[src/rtl/nzc_pkg.sv]
package nzc_pkg;
    typedef enum logic [0:0] {
        S_COLLECT = 1'b0,
        S_EMIT    = 1'b1
    } nzc_state_e;
endpackage

[src/rtl/nzc_zero_detect.sv]
module nzc_zero_detect #(
    parameter int DATA_W = 16
) (
    input  logic [DATA_W-1:0] elem,
    input  logic              float_mode,
    output logic              is_nonzero
);
    localparam logic [DATA_W-1:0] NEG_ZERO = {1'b1, {(DATA_W-1){1'b0}}};

    always_comb begin
        is_nonzero = |elem;
        if (float_mode && (elem == NEG_ZERO)) begin
            is_nonzero = 1'b0;
        end
    end
endmodule

[src/rtl/nzc_slot_store.sv]
module nzc_slot_store #(
    parameter int SLOTS  = 5,
    parameter int POS_W  = 3,
    parameter int ADDR_W = 4,
    parameter int RD_W   = 3
) (
    input  logic              clk,
    input  logic              wr_en,
    input  logic [ADDR_W-1:0] wr_addr,
    input  logic [POS_W-1:0]  wr_pos,
    input  logic [RD_W-1:0]   rd_addr,
    output logic [POS_W-1:0]  rd_pos
);
    logic [POS_W-1:0] slot_q [SLOTS];

    for (genvar g = 0; g < SLOTS; g++) begin : g_slot
        always_ff @(posedge clk) begin
            if (wr_en && (32'(wr_addr) == g)) begin
                slot_q[g] <= wr_pos;
            end
        end
    end

    always_comb begin
        rd_pos = '0;
        for (int k = 0; k < SLOTS; k++) begin
            if (32'(rd_addr) == k) begin
                rd_pos = slot_q[k];
            end
        end
    end
endmodule

[src/rtl/nzc_ctrl.sv]
module nzc_ctrl
    import nzc_pkg::*;
#(
    parameter int ROW_LEN = 8,
    parameter int OUT_LEN = 6,
    parameter int POS_W   = 3,
    parameter int CNT_W   = 4,
    parameter int SLOT_W  = 3
) (
    input  logic              clk,
    input  logic              rst_n,
    input  logic              in_valid,
    input  logic              elem_nz,
    input  logic              out_ready,
    output logic              in_ready,
    output logic              out_valid,
    output logic              out_last,
    output logic              first_elem,
    output logic              wr_en,
    output logic [POS_W-1:0]  pos,
    output logic [CNT_W-1:0]  cnt,
    output logic [SLOT_W-1:0] slot
);
    localparam logic [POS_W-1:0]  LAST_POS  = POS_W'(ROW_LEN - 1);
    localparam logic [SLOT_W-1:0] LAST_SLOT = SLOT_W'(OUT_LEN - 1);

    nzc_state_e state_q, state_d;
    logic       accept;
    logic       row_done;
    logic       row_sent;

    always_comb begin
        in_ready   = 1'b0;
        out_valid  = 1'b0;
        out_last   = 1'b0;
        unique case (state_q)
            S_COLLECT: in_ready = 1'b1;
            S_EMIT: begin
                out_valid = 1'b1;
                out_last  = (slot == LAST_SLOT);
            end
            default: ;
        endcase
    end

    assign accept     = in_valid && in_ready;
    assign first_elem = accept && (pos == '0);
    assign wr_en      = accept && elem_nz;
    assign row_done   = accept && (pos == LAST_POS);
    assign row_sent   = out_valid && out_ready && out_last;

    always_comb begin
        state_d = state_q;
        unique case (state_q)
            S_COLLECT: if (row_done) state_d = S_EMIT;
            S_EMIT:    if (row_sent) state_d = S_COLLECT;
            default:   state_d = S_COLLECT;
        endcase
    end

    always_ff @(posedge clk) begin
        if (!rst_n) begin
            state_q <= S_COLLECT;
            pos     <= '0;
            cnt     <= '0;
            slot    <= '0;
        end else begin
            state_q <= state_d;
            if (accept) begin
                pos <= row_done ? '0 : pos + 1'b1;
                if (elem_nz) begin
                    cnt <= cnt + 1'b1;
                end
            end
            if (out_valid && out_ready) begin
                if (out_last) begin
                    slot <= '0;
                    cnt  <= '0;
                end else begin
                    slot <= slot + 1'b1;
                end
            end
        end
    end

    assert_handoff_R7: assert property (@(posedge clk) disable iff (!rst_n)
        row_done |=> (out_valid && !in_ready));

    assert_exclusive_R7: assert property (@(posedge clk) disable iff (!rst_n)
        !(in_ready && out_valid));

    assert_cnt_bound_R6: assert property (@(posedge clk) disable iff (!rst_n)
        32'(cnt) <= ROW_LEN);

    assert_return_R4: assert property (@(posedge clk) disable iff (!rst_n)
        row_sent |=> (in_ready && (slot == '0)));
endmodule

[src/rtl/nzc_compactor.sv]
module nzc_compactor #(
    parameter int DATA_W  = 16,
    parameter int ROW_LEN = 8,
    parameter int OUT_LEN = 6
) (
    input  logic              clk,
    input  logic              rst_n,
    input  logic [31:0]       cfg_index_offset,
    input  logic [31:0]       cfg_pad_value,
    input  logic              cfg_float_mode,
    input  logic              in_valid,
    output logic              in_ready,
    input  logic [DATA_W-1:0] in_data,
    output logic              out_valid,
    input  logic              out_ready,
    output logic [31:0]       out_data,
    output logic              out_last,
    output logic              out_overflow
);
    localparam int IDX_SLOTS = OUT_LEN - 1;
    localparam int POS_W     = (ROW_LEN > 2) ? $clog2(ROW_LEN) : 1;
    localparam int CNT_W     = $clog2(ROW_LEN + 1);
    localparam int SLOT_W    = (OUT_LEN > 2) ? $clog2(OUT_LEN) : 1;

    logic [31:0]       offset_q;
    logic [31:0]       pad_q;
    logic              float_q;
    logic              mode_now;
    logic              elem_nz;
    logic              first_elem;
    logic              wr_en;
    logic [POS_W-1:0]  pos;
    logic [CNT_W-1:0]  cnt;
    logic [SLOT_W-1:0] slot;
    logic [POS_W-1:0]  rd_pos;
    logic [31:0]       offset_use;
    logic [31:0]       pad_use;

    assign mode_now = (pos == '0) ? cfg_float_mode : float_q;

    nzc_zero_detect #(.DATA_W(DATA_W)) u_detect (
        .elem       (in_data),
        .float_mode (mode_now),
        .is_nonzero (elem_nz)
    );

    nzc_ctrl #(
        .ROW_LEN (ROW_LEN),
        .OUT_LEN (OUT_LEN),
        .POS_W   (POS_W),
        .CNT_W   (CNT_W),
        .SLOT_W  (SLOT_W)
    ) u_ctrl (
        .clk        (clk),
        .rst_n      (rst_n),
        .in_valid   (in_valid),
        .elem_nz    (elem_nz),
        .out_ready  (out_ready),
        .in_ready   (in_ready),
        .out_valid  (out_valid),
        .out_last   (out_last),
        .first_elem (first_elem),
        .wr_en      (wr_en),
        .pos        (pos),
        .cnt        (cnt),
        .slot       (slot)
    );

    nzc_slot_store #(
        .SLOTS  (IDX_SLOTS),
        .POS_W  (POS_W),
        .ADDR_W (CNT_W),
        .RD_W   (SLOT_W)
    ) u_store (
        .clk     (clk),
        .wr_en   (wr_en && (32'(cnt) < IDX_SLOTS)),
        .wr_addr (cnt),
        .wr_pos  (pos),
        .rd_addr (slot),
        .rd_pos  (rd_pos)
    );

    always_ff @(posedge clk) begin
        if (!rst_n) begin
            offset_q <= '0;
            pad_q    <= '0;
            float_q  <= 1'b0;
        end else if (first_elem) begin
            offset_q <= cfg_index_offset;
            pad_q    <= cfg_pad_value;
            float_q  <= cfg_float_mode;
        end
    end

    assign offset_use = offset_q;
    assign pad_use    = pad_q;

    always_comb begin
        out_data = pad_use;
        if (32'(slot) == IDX_SLOTS) begin
            out_data = 32'(cnt);
        end else if (32'(slot) < 32'(cnt)) begin
            out_data = 32'(rd_pos) + offset_use;
        end
    end

    assign out_overflow = out_valid && (32'(cnt) > IDX_SLOTS);

    assert_hold_R8: assert property (@(posedge clk) disable iff (!rst_n)
        (out_valid && !out_ready) |=> (out_valid && $stable(out_data)
                                       && $stable(out_last) && $stable(out_overflow)));

    assert_overflow_valid_R6: assert property (@(posedge clk) disable iff (!rst_n)
        out_overflow |-> out_valid);

    assert_cfg_hold_R10: assert property (@(posedge clk) disable iff (!rst_n)
        (out_valid) |=> $stable(offset_q) && $stable(pad_q));

    initial begin
        assert_len_R6: assert (OUT_LEN >= 2 && ROW_LEN >= 2);
    end
endmodule

[config.mk]
export PLATFORM = sky130hd
export DESIGN_NAME = nzc_compactor
export DESIGN_NICKNAME = d
export VERILOG_FILES = /design/src/rtl/nzc_pkg.sv /design/src/rtl/nzc_zero_detect.sv /design/src/rtl/nzc_slot_store.sv /design/src/rtl/nzc_ctrl.sv /design/src/rtl/nzc_compactor.sv
export SDC_FILE = /design/constraint.sdc
export NUM_CORES = 1
export LEC_CHECK = 0
export CAP_MARGIN = 20
export CORE_MARGIN = 2
export CORE_UTILIZATION = 35
export CTS_CLUSTER_SIZE = 12
export DETAILED_ROUTE_END_ITERATION = 16
export PLACE_DENSITY = 0.6
export REMOVE_ABC_BUFFERS = 1
export SETUP_SLACK_MARGIN = 0.1
export SLEW_MARGIN = 0
export SYNTH_ARGS = -nofsm -noshare
export SYNTH_HDL_FRONTEND = slang
export SYNTH_HIERARCHICAL = 1
export SYNTH_SLANG_ARGS = --single-unit
export TNS_END_PERCENT = 5
[constraint.sdc]
create_clock -name clk -period 6.7 [get_ports clk]
set_clock_uncertainty 0.05 [all_clocks]
set_input_delay 1.005 -clock clk [delete_from_list [all_inputs] [get_ports clk]]
set_output_delay 1.005 -clock clk [all_outputs]
set_load 0.01 [all_outputs]
# After elaboration in Yosys (flattened, before gate mapping)
# Memories as Yosys holds them, arrays and structs flattened.
# Index checks and enable logic that the tools add are counted.
[totals] ram_bits=15 out_inout_bits=36 n_memories=1 wordCells=92 regBits=76 latchBits=0 rom_bits=0
[mem_list] name="u_store.slot_q" words=5 word_bits=3 read_ports=5 rd_ports_with_merged_regs=0 write_ports=1 line_no="nzc_slot_store.sv:14" rtl="logic [POS_W-1:0] slot_q [SLOTS];"
[op_classes] n_mux=43 multipliers=0 n_eq_ne=11 order_cmp=3 n_reduce_logical=22 div_mod_pow=0 n_shift=0 addsub=4 bitwise=1
[ops] operator="32-bit two-way mux" count=2
[ops] operator="3-bit two-way mux" count=15
[ops] operator="3-bit by 32-bit adder with 32-bit output" count=1
[ops] operator="1-bit two-way mux" count=21
[ops] operator="16-bit == test (second input constant)" count=1
[ops] operator="4-bit two-way mux" count=4
[ops] operator="16-bit OR reduction" count=1
[ops] operator="1-bit logical AND" count=14
[ops] operator="3-bit OR reduction" count=4
[ops] operator="3-bit == test (second input constant)" count=3
[ops] operator="4-bit by 2-bit == test with 1-bit output (second input constant)" count=2
[ops] operator="3-bit by 1-bit adder with 3-bit output (second input constant)" count=2
[ops] operator="3-bit by 2-bit == test with 1-bit output (second input constant)" count=2
[ops] operator="3-bit zero test" count=2
[ops] operator="4-bit by 1-bit adder with 4-bit output (second input constant)" count=1
[ops] operator="4-bit by 1-bit == test with 1-bit output (second input constant)" count=1
[ops] operator="4-bit by 3-bit == test with 1-bit output (second input constant)" count=1
[ops] operator="4-bit by 3-bit greater-than comparator with 1-bit output (second input constant)" count=1
[ops] operator="4-bit zero test" count=1
[ops] operator="3-bit by 4-bit less-than comparator with 1-bit output" count=1
[ops] operator="4-bit by 3-bit less-than comparator with 1-bit output (second input constant)" count=1
[ops] operator="3-bit by 1-bit == test with 1-bit output (second input constant)" count=1
[ops] operator="1-bit case mux with 2 select lines" count=1
[ops] operator="1-bit NOT" count=1

# Depth between registers and ports, before layout
# Gate-level depths: netlist (run 1).
[logic_depth] depth_word=14 ltp_mapped=11 ltp_nobuf=10

# Hierarchy
# Netlist (run 1), hierarchy kept.
[by_module_without_submodules] module="nzc_compactor" area_each_um2=3647.2 cells_per_inst=395 n_inst=1
[by_module_without_submodules] module="nzc_slot_store" area_each_um2=689.4 cells_per_inst=43 n_inst=1
[by_module_without_submodules] module="nzc_ctrl" area_each_um2=559.3 cells_per_inst=58 n_inst=1
[by_module_without_submodules] module="nzc_zero_detect" area_each_um2=57.6 cells_per_inst=6 n_inst=1

# Least setup slack after synthesis (run 1)
# No wires, ideal clock.
[synth_timing] kind="reg-to-output" start="reg u_ctrl.slot[0]" end="out out_data[8]" required_ns=5.645 stages_incl_launch_ff=12 n_path_buf=1 path_slack_ns=3.006 arrival_time_ns=2.639 cell_sequence="dfxtp_1 > buf_6 > mux2_4 > nand2_1 > o221ai_1 > ha_1 > fa_1 > a21oi_1 > nor2_2 > nand3_1 > xor2_1 > a211oi_1"
[synth_between] elab_chain_cells=9
[synth_rtl] item="start: declaration" line_no="nzc_ctrl.sv:22" rtl="output logic [SLOT_W-1:0] slot"
[synth_rtl] item="start signal: assignment" line_no="nzc_ctrl.sv:80" rtl="slot <= slot + 1'b1;"
[synth_rtl] item="3-bit zero test" line_no="nzc_slot_store.sv:27" rtl="if (32'(rd_addr) == k) begin"
[synth_rtl] item="3-bit two-way mux (4 in a row)" line_no="nzc_slot_store.sv:27"
[synth_rtl] item="3-bit two-way mux *" line_no="nzc_slot_store.sv:27"
[synth_rtl] item="net rd_pos[0]" line_no="nzc_compactor.sv:35" rtl="logic [POS_W-1:0] rd_pos;"
[synth_rtl] item="3-bit by 32-bit adder with 32-bit output *" line_no="nzc_compactor.sv:103" rtl="out_data = 32'(rd_pos) + offset_use;"
[synth_rtl] item="32-bit two-way mux *" line_no="nzc_compactor.sv:102" rtl="end else if (32'(slot) < 32'(cnt)) begin"
[synth_rtl] item="32-bit two-way mux *" line_no="nzc_compactor.sv:100" rtl="if (32'(slot) == IDX_SLOTS) begin"
[synth_rtl] item="end: declaration" line_no="nzc_compactor.sv:16" rtl="output logic [31:0] out_data,"
# Mark *: on every way through the listed nets, which the timed path passes. The rest lies on a longest branch.

# Final worst setup path (run 1)
# Same ends and word-level chain as after synthesis.

==> qor.csv, run 1 <==
metric;value;unit
layout_commonest_cell;clkdlybuf4s50_1;
synth_edf_count;15;
status;completed;
synth-seq-cells;91;
rows;43;
io_pins;121;
overflow;0;
start_kind;flop;
grt_pass1_wl;19.9;mm
syn_area;0.00495;mm²
dpl.cell_count;777;
switching_share;26.7;%
antenna_cells;0;
cts_buffers;9;
finalCritPeriodShare;73.1;%
worst_slew_pin_slew;1.10;ns
totalWireLength;12.7;mm
use_met2;28.7;%
reg2reg_setup_slack;3.74;ns
core_area;0.0138;mm²
die_w;123;µm
drtAntennaViolNets;0;
ys_seq_area_share;39.8;%
p_leak;2.40;nW
wire_per_inst;16.0;µm
ir_worst_vdd;0.113;mV
cellPowerDensity;223;mW/mm²
ctsResizeCount;0;
avgViaCountPerCell;4.93;
p_int;1.08;mW
post_dp_cell_area;0.00627;mm²
synth_flop_cell;dfxtp_1;
grt_setup_unrepaired;false;
netSwitchingPower;0.393;mW
path_class;reg -> out;
fillCellCount;1289;
vias;3922;
grt_max_degree;71;
ys_types;53;
drtIter0Drc;223;
drt_pre_antenna_iters;4;
slew_viol_final;0;
grt_use_met3;3.37;%
end_kind;output pin;
max_cap_violations;0;
ctsHtreeMaxLevel;3;
worstPathArrival;3.84;ns
clock-sinks;91;
slew-limit-headroom;26.4;%
max_freq;204;MHz
multiInputGateArea;0.00283;mm²
hold_viol_final;0;
grt_usage;17.1;%
gp_congestion;0.794;
cp_max_fo;15;
antenna_found_initial;0;
instances_no_fill;795;
clockBufferDepth;2;
power_frac_seq;42.6;%
fp.dieH;123;µm
syn_inst;502;
layout_common_cells;119 x clkdlybuf4s50_1, 76 x dfxtp_1, 73 x mux2i_1;
async_flop_share;0;%
dp_hpwl;9.01;mm
setup_viol;0;
root_buffer;clkbuf_16;
grt_pass1_vias;3937;
hold_buffers;0;
required;5.64;ns
drcViolationCount;0;
area_growth;33.1;%
grt-busiest-layer;met2;
clk_pin_slew;0.06;ns
syn-mean-instance-area;9.87;µm²
regArea;0.00197;mm²
min_period;4.90;ns
nets;707;
hp-class;reg -> reg;
port_buffers;120;
clockPowerShare;33.4;%
design_area;0.00659;mm²
cts_setup_buffers;0;
drive_gt1_share;7.97;%
pwr-share-comb;24.1;%
start_util;35.8;%
yosysWarningCount;6;
clkLatencyLatePin;0.34;ns
die-area;0.0151;mm²
gr-usage-met1;22.3;%
cts_tree;yes;
==> cells in the mapped netlist (4+ instances only) <==
| master | n | area (µm²) |
|---|---|---|
| buf_2 | 9 | 45.0 |
| nor3_1 | 7 | 35.0 |
| and3_1 | 6 | 37.5 |
| a21oi_2 | 7 | 61.3 |
| clkbuf_1 | 16 | 60.1 |
| nor4_2 | 4 | 50.1 |
| ha_1 | 11 | 138 |
| dfxtp_1 | 76 | 1520 |
| xnor2_1 | 9 | 78.8 |
| nand4_1 | 9 | 56.3 |
| inv_1 | 9 | 33.8 |
| nand3_1 | 14 | 70.1 |
| edfxtp_1 | 15 | 450 |
| a211oi_1 | 6 | 45.0 |
| nor2_1 | 19 | 71.3 |
| a21oi_1 | 24 | 120 |
| nand2_1 | 15 | 56.3 |
| o21ai_0 | 26 | 130 |
| mux2i_1 | 73 | 731 |
| nor2b_1 | 69 | 432 |
| xor2_1 | 25 | 219 |
==> logic make-up after synthesis <==
group | share of synthesized area, %
buffers and inverters | 3.26
DFF | 39.8
xor gates and xnor gates | 6.01
AOI/OAI and AO/OA | 9.30
adders and majority gates | 3.18
and+or+nand+nor | 22.6
muxes | 15.9
==> final timing paths <==
kind	from	to	cells past startpoint
worst max register to register	u_ctrl/pos[0]	u_store/slot_q[0][0]	9
worst max-delay path	u_ctrl/slot[0]	out_data[8]	11
worst min register to register	pad_q[29]	pad_q[29]	2
worst min-delay path	pad_q[29]	pad_q[29]	2
==> metal layers <==
layer	share of wire (%)	routed length, µm	vias to the layer above
met4	0.91	116	0
met3	5.5	696	10
met2	48	6080	100
met1	46	5840	1825
met5	0	0	-
li1	-	-	1987
==> power groups by stage <==
stage	Clock, mW	Combinational, mW	Sequential, mW
after global routing	0.522	0.386	0.630
after CTS	0.502	0.353	0.625
after global placement	0	0.348	0.636
after detailed placement	0	0.352	0.637
final	0.490	0.353	0.625
after floorplan	0	0.202	0.626
==> critical path: stages, from the launching register on <==
cell and delay, ns:
dfxtp_1 0.71, mux2_4 0.35, nand2_1 0.06, o221ai_1 0.10, ha_1 0.23, fa_1 0.41
a21oi_1 0.41, nor2_2 0.20, nand3_1 0.15, xor2_1 0.07, a211oi_1 0.24, clkdlybuf4s50_1 0.57
==> flip-flops by register name (all words and copies together), names as in the netlist <==
signal	cells
u_ctrl/pos	3
float_q	1
u_store/slot_q	15
u_ctrl/slot	3
u_ctrl/cnt	4
pad_q	32
u_ctrl/state_q	1
offset_q	32
==> per-stage QoR <==
stage / setup TNS [ns] / hold slack, ns / setup slack, ns / util (%) / total power, mW
after floorplan: -121.49 / 0.427 / -1.87 / - / 0.828
after global placement: 0 / 0.444 / 2.21 / 45.3 / 0.984
after detailed placement: 0 / 0.453 / 2.12 / 45.3 / 0.989
after CTS: 0 / 0.469 / 1.74 / 47.4 / 1.48
after global routing: 0 / 0.486 / 1.49 / 47.7 / 1.54
final: 0 / 0.464 / 1.80 / 47.7 / 1.47
==> cell type report <==
cell class / instances / area share, %
clock buffer: 9 / 3.42
timing repair buffer: 124 / 19.0
multi-input combinational: 375 / 42.9
clock inverter: 7 / 0.892
inverter: 9 / 0.513
sequential: 91 / 29.9
tap: 180 / 3.42
Note: power is estimated with default switching activity, not from simulation.
==> run 2, diff against run 1 <==
PLACE_DENSITY = 0.62   (was 0.6)
clock period = 4.5 ns   (was 6.7 ns; I/O delays follow)
==> qor.csv, run 2 (synthesis gave the netlist of run 1 again) <==
metric;value;unit
worst_slew_pin_slew;0.764;ns
antenna_found_initial;0;
avgViaCountPerCell;4.90;
clock-sinks;91;
status;completed;
hold_viol_final;0;
final_util;48.1;%
worstPathArrival;3.40;ns
die-area;0.0151;mm²
finalCritPeriodShare;91.8;%
port_buffers;120;
clockBufferDepth;2;
cts_setup_buffers;0;
grt_setup_unrepaired;false;
area_growth;34.3;%
vias;3914;
layout_commonest_cell;clkdlybuf4s50_1;
io_pins;121;
grt_pass1_wl;19.6;mm
wire_per_inst;15.5;µm
ir_worst_vdd;0.138;mV
cellPowerDensity;334;mW/mm²
required;3.77;ns
clkLatencyLatePin;0.35;ns
antenna_cells;0;
cts_tree;yes;
drtIter0Drc;182;
overflow;0;
fin_setup_tns;0;ns
drive_gt1_share;9.22;%
rows;43;
power;2.22;mW
slew-limit-headroom;48.7;%
core_area;0.0138;mm²
die_w;123;µm
drcViolationCount;0;
grt_pass1_vias;3951;
drt_pre_antenna_iters;4;
p_leak;2.43;nW
cts_buffers;9;
nets;710;
start_kind;flop;
gp_congestion;0.811;
root_buffer;clkbuf_16;
dp_hpwl;8.66;mm
reg_top3;offset_q: 32 flops, pad_q: 32 flops, u_store/slot_q: 15 flops;
cp_max_fo;10;
hp-class;reg -> reg;
clk_pin_slew;0.07;ns
max_freq;242;MHz
slew_viol_final;0;
grt_max_degree;71;
setup_viol;0;
min_period;4.13;ns
start_util;35.8;%
fp.dieH;123;µm
end_kind;output pin;
max_cap_violations;0;
path_class;reg -> out;
ctsHtreeMaxLevel;3;
drtAntennaViolNets;0;
totalWireLength;12.3;mm
grt_usage;16.8;%
layout_common_cells;119 x clkdlybuf4s50_1, 75 x dfxtp_1, 73 x mux2i_1;
run 2: cell types whose count changed in the layout (fill, tap and decap cells not counted):
cell / before / now
clkinv_1: 3 / 0
a21oi_4: 0 / 1
dfxtp_1: 76 / 75
a21oi_1: 24 / 23
clkinv_2: 2 / 1
clkinvlp_4: 1 / 3
buf_4: 2 / 5
nor4_2: 4 / 3
dfxtp_2: 0 / 1
inv_6: 0 / 2
nor4_4: 1 / 2
run 2: power breakdown:
group / switching (mW) / internal, mW
clock network: 0.336 / 0.433
registers: 0.0490 / 0.880
logic: 0.227 / 0.297
run 2: path summary, 6_finish.rpt:
kind / start / to / slack, ns / cells past startpoint
worst max-delay path: u_ctrl/slot[0] / out_data[8] / 0.37 / 11
worst min-delay path: pad_q[15] / pad_q[15] / 0.46 / 2
worst max register to register: u_ctrl/pos[1] / u_store/slot_q[0][1] / 1.47 / 9
worst min register to register: pad_q[15] / pad_q[15] / 0.46 / 2
run 2: what timing repair did:
action,in CTS,in global routing
endpoints found under the setup margin,13,12
hold buffers,0,0
resized for setup,1,3
run 2: final cells by class:
cell class,instances,area [µm²]
Timing Repair Buffer,127,1270
Clock buffer,9,225
Clock inverter,7,75.1
Sequential cell,91,1970
Multi-Input combinational cell,375,2850
Fill cell,1321,7180
Inverter,9,33.8
Tap cell,180,225
run 2: critical path, cell delays in order, from the launching register on:
cell and delay (ns):
dfxtp_2 0.45, buf_4 0.19, mux2i_1 0.19, o221ai_1 0.14, ha_1 0.22, fa_1 0.44
a21oi_4 0.27, nor2_2 0.15, nand3_1 0.12, xor2_1 0.07, a211oi_1 0.23, clkdlybuf4s50_1 0.57
run 2: stage by stage:
step                      setup slack, ns  cells  hold WS (ns)  area, µm²
after floorplan                     -3.74    475         0.427       4830
after global placement              0.419    781         0.444       6310
after detailed placement            0.316    781         0.447       6310
after CTS                           0.115    797         0.468       6610
after global routing                0.134    798         0.492       6650
final                               0.371    798         0.460       6650
run 2: per-layer routing:
metal  up-vias  routed length, µm  global-route usage, %
met5         -                  0                      0
met3         9                712                   3.97
li1       1990                  -                      -
met4         0                138                   5.03
met1      1815               5830                   21.7
met2       100               5660                   27.7
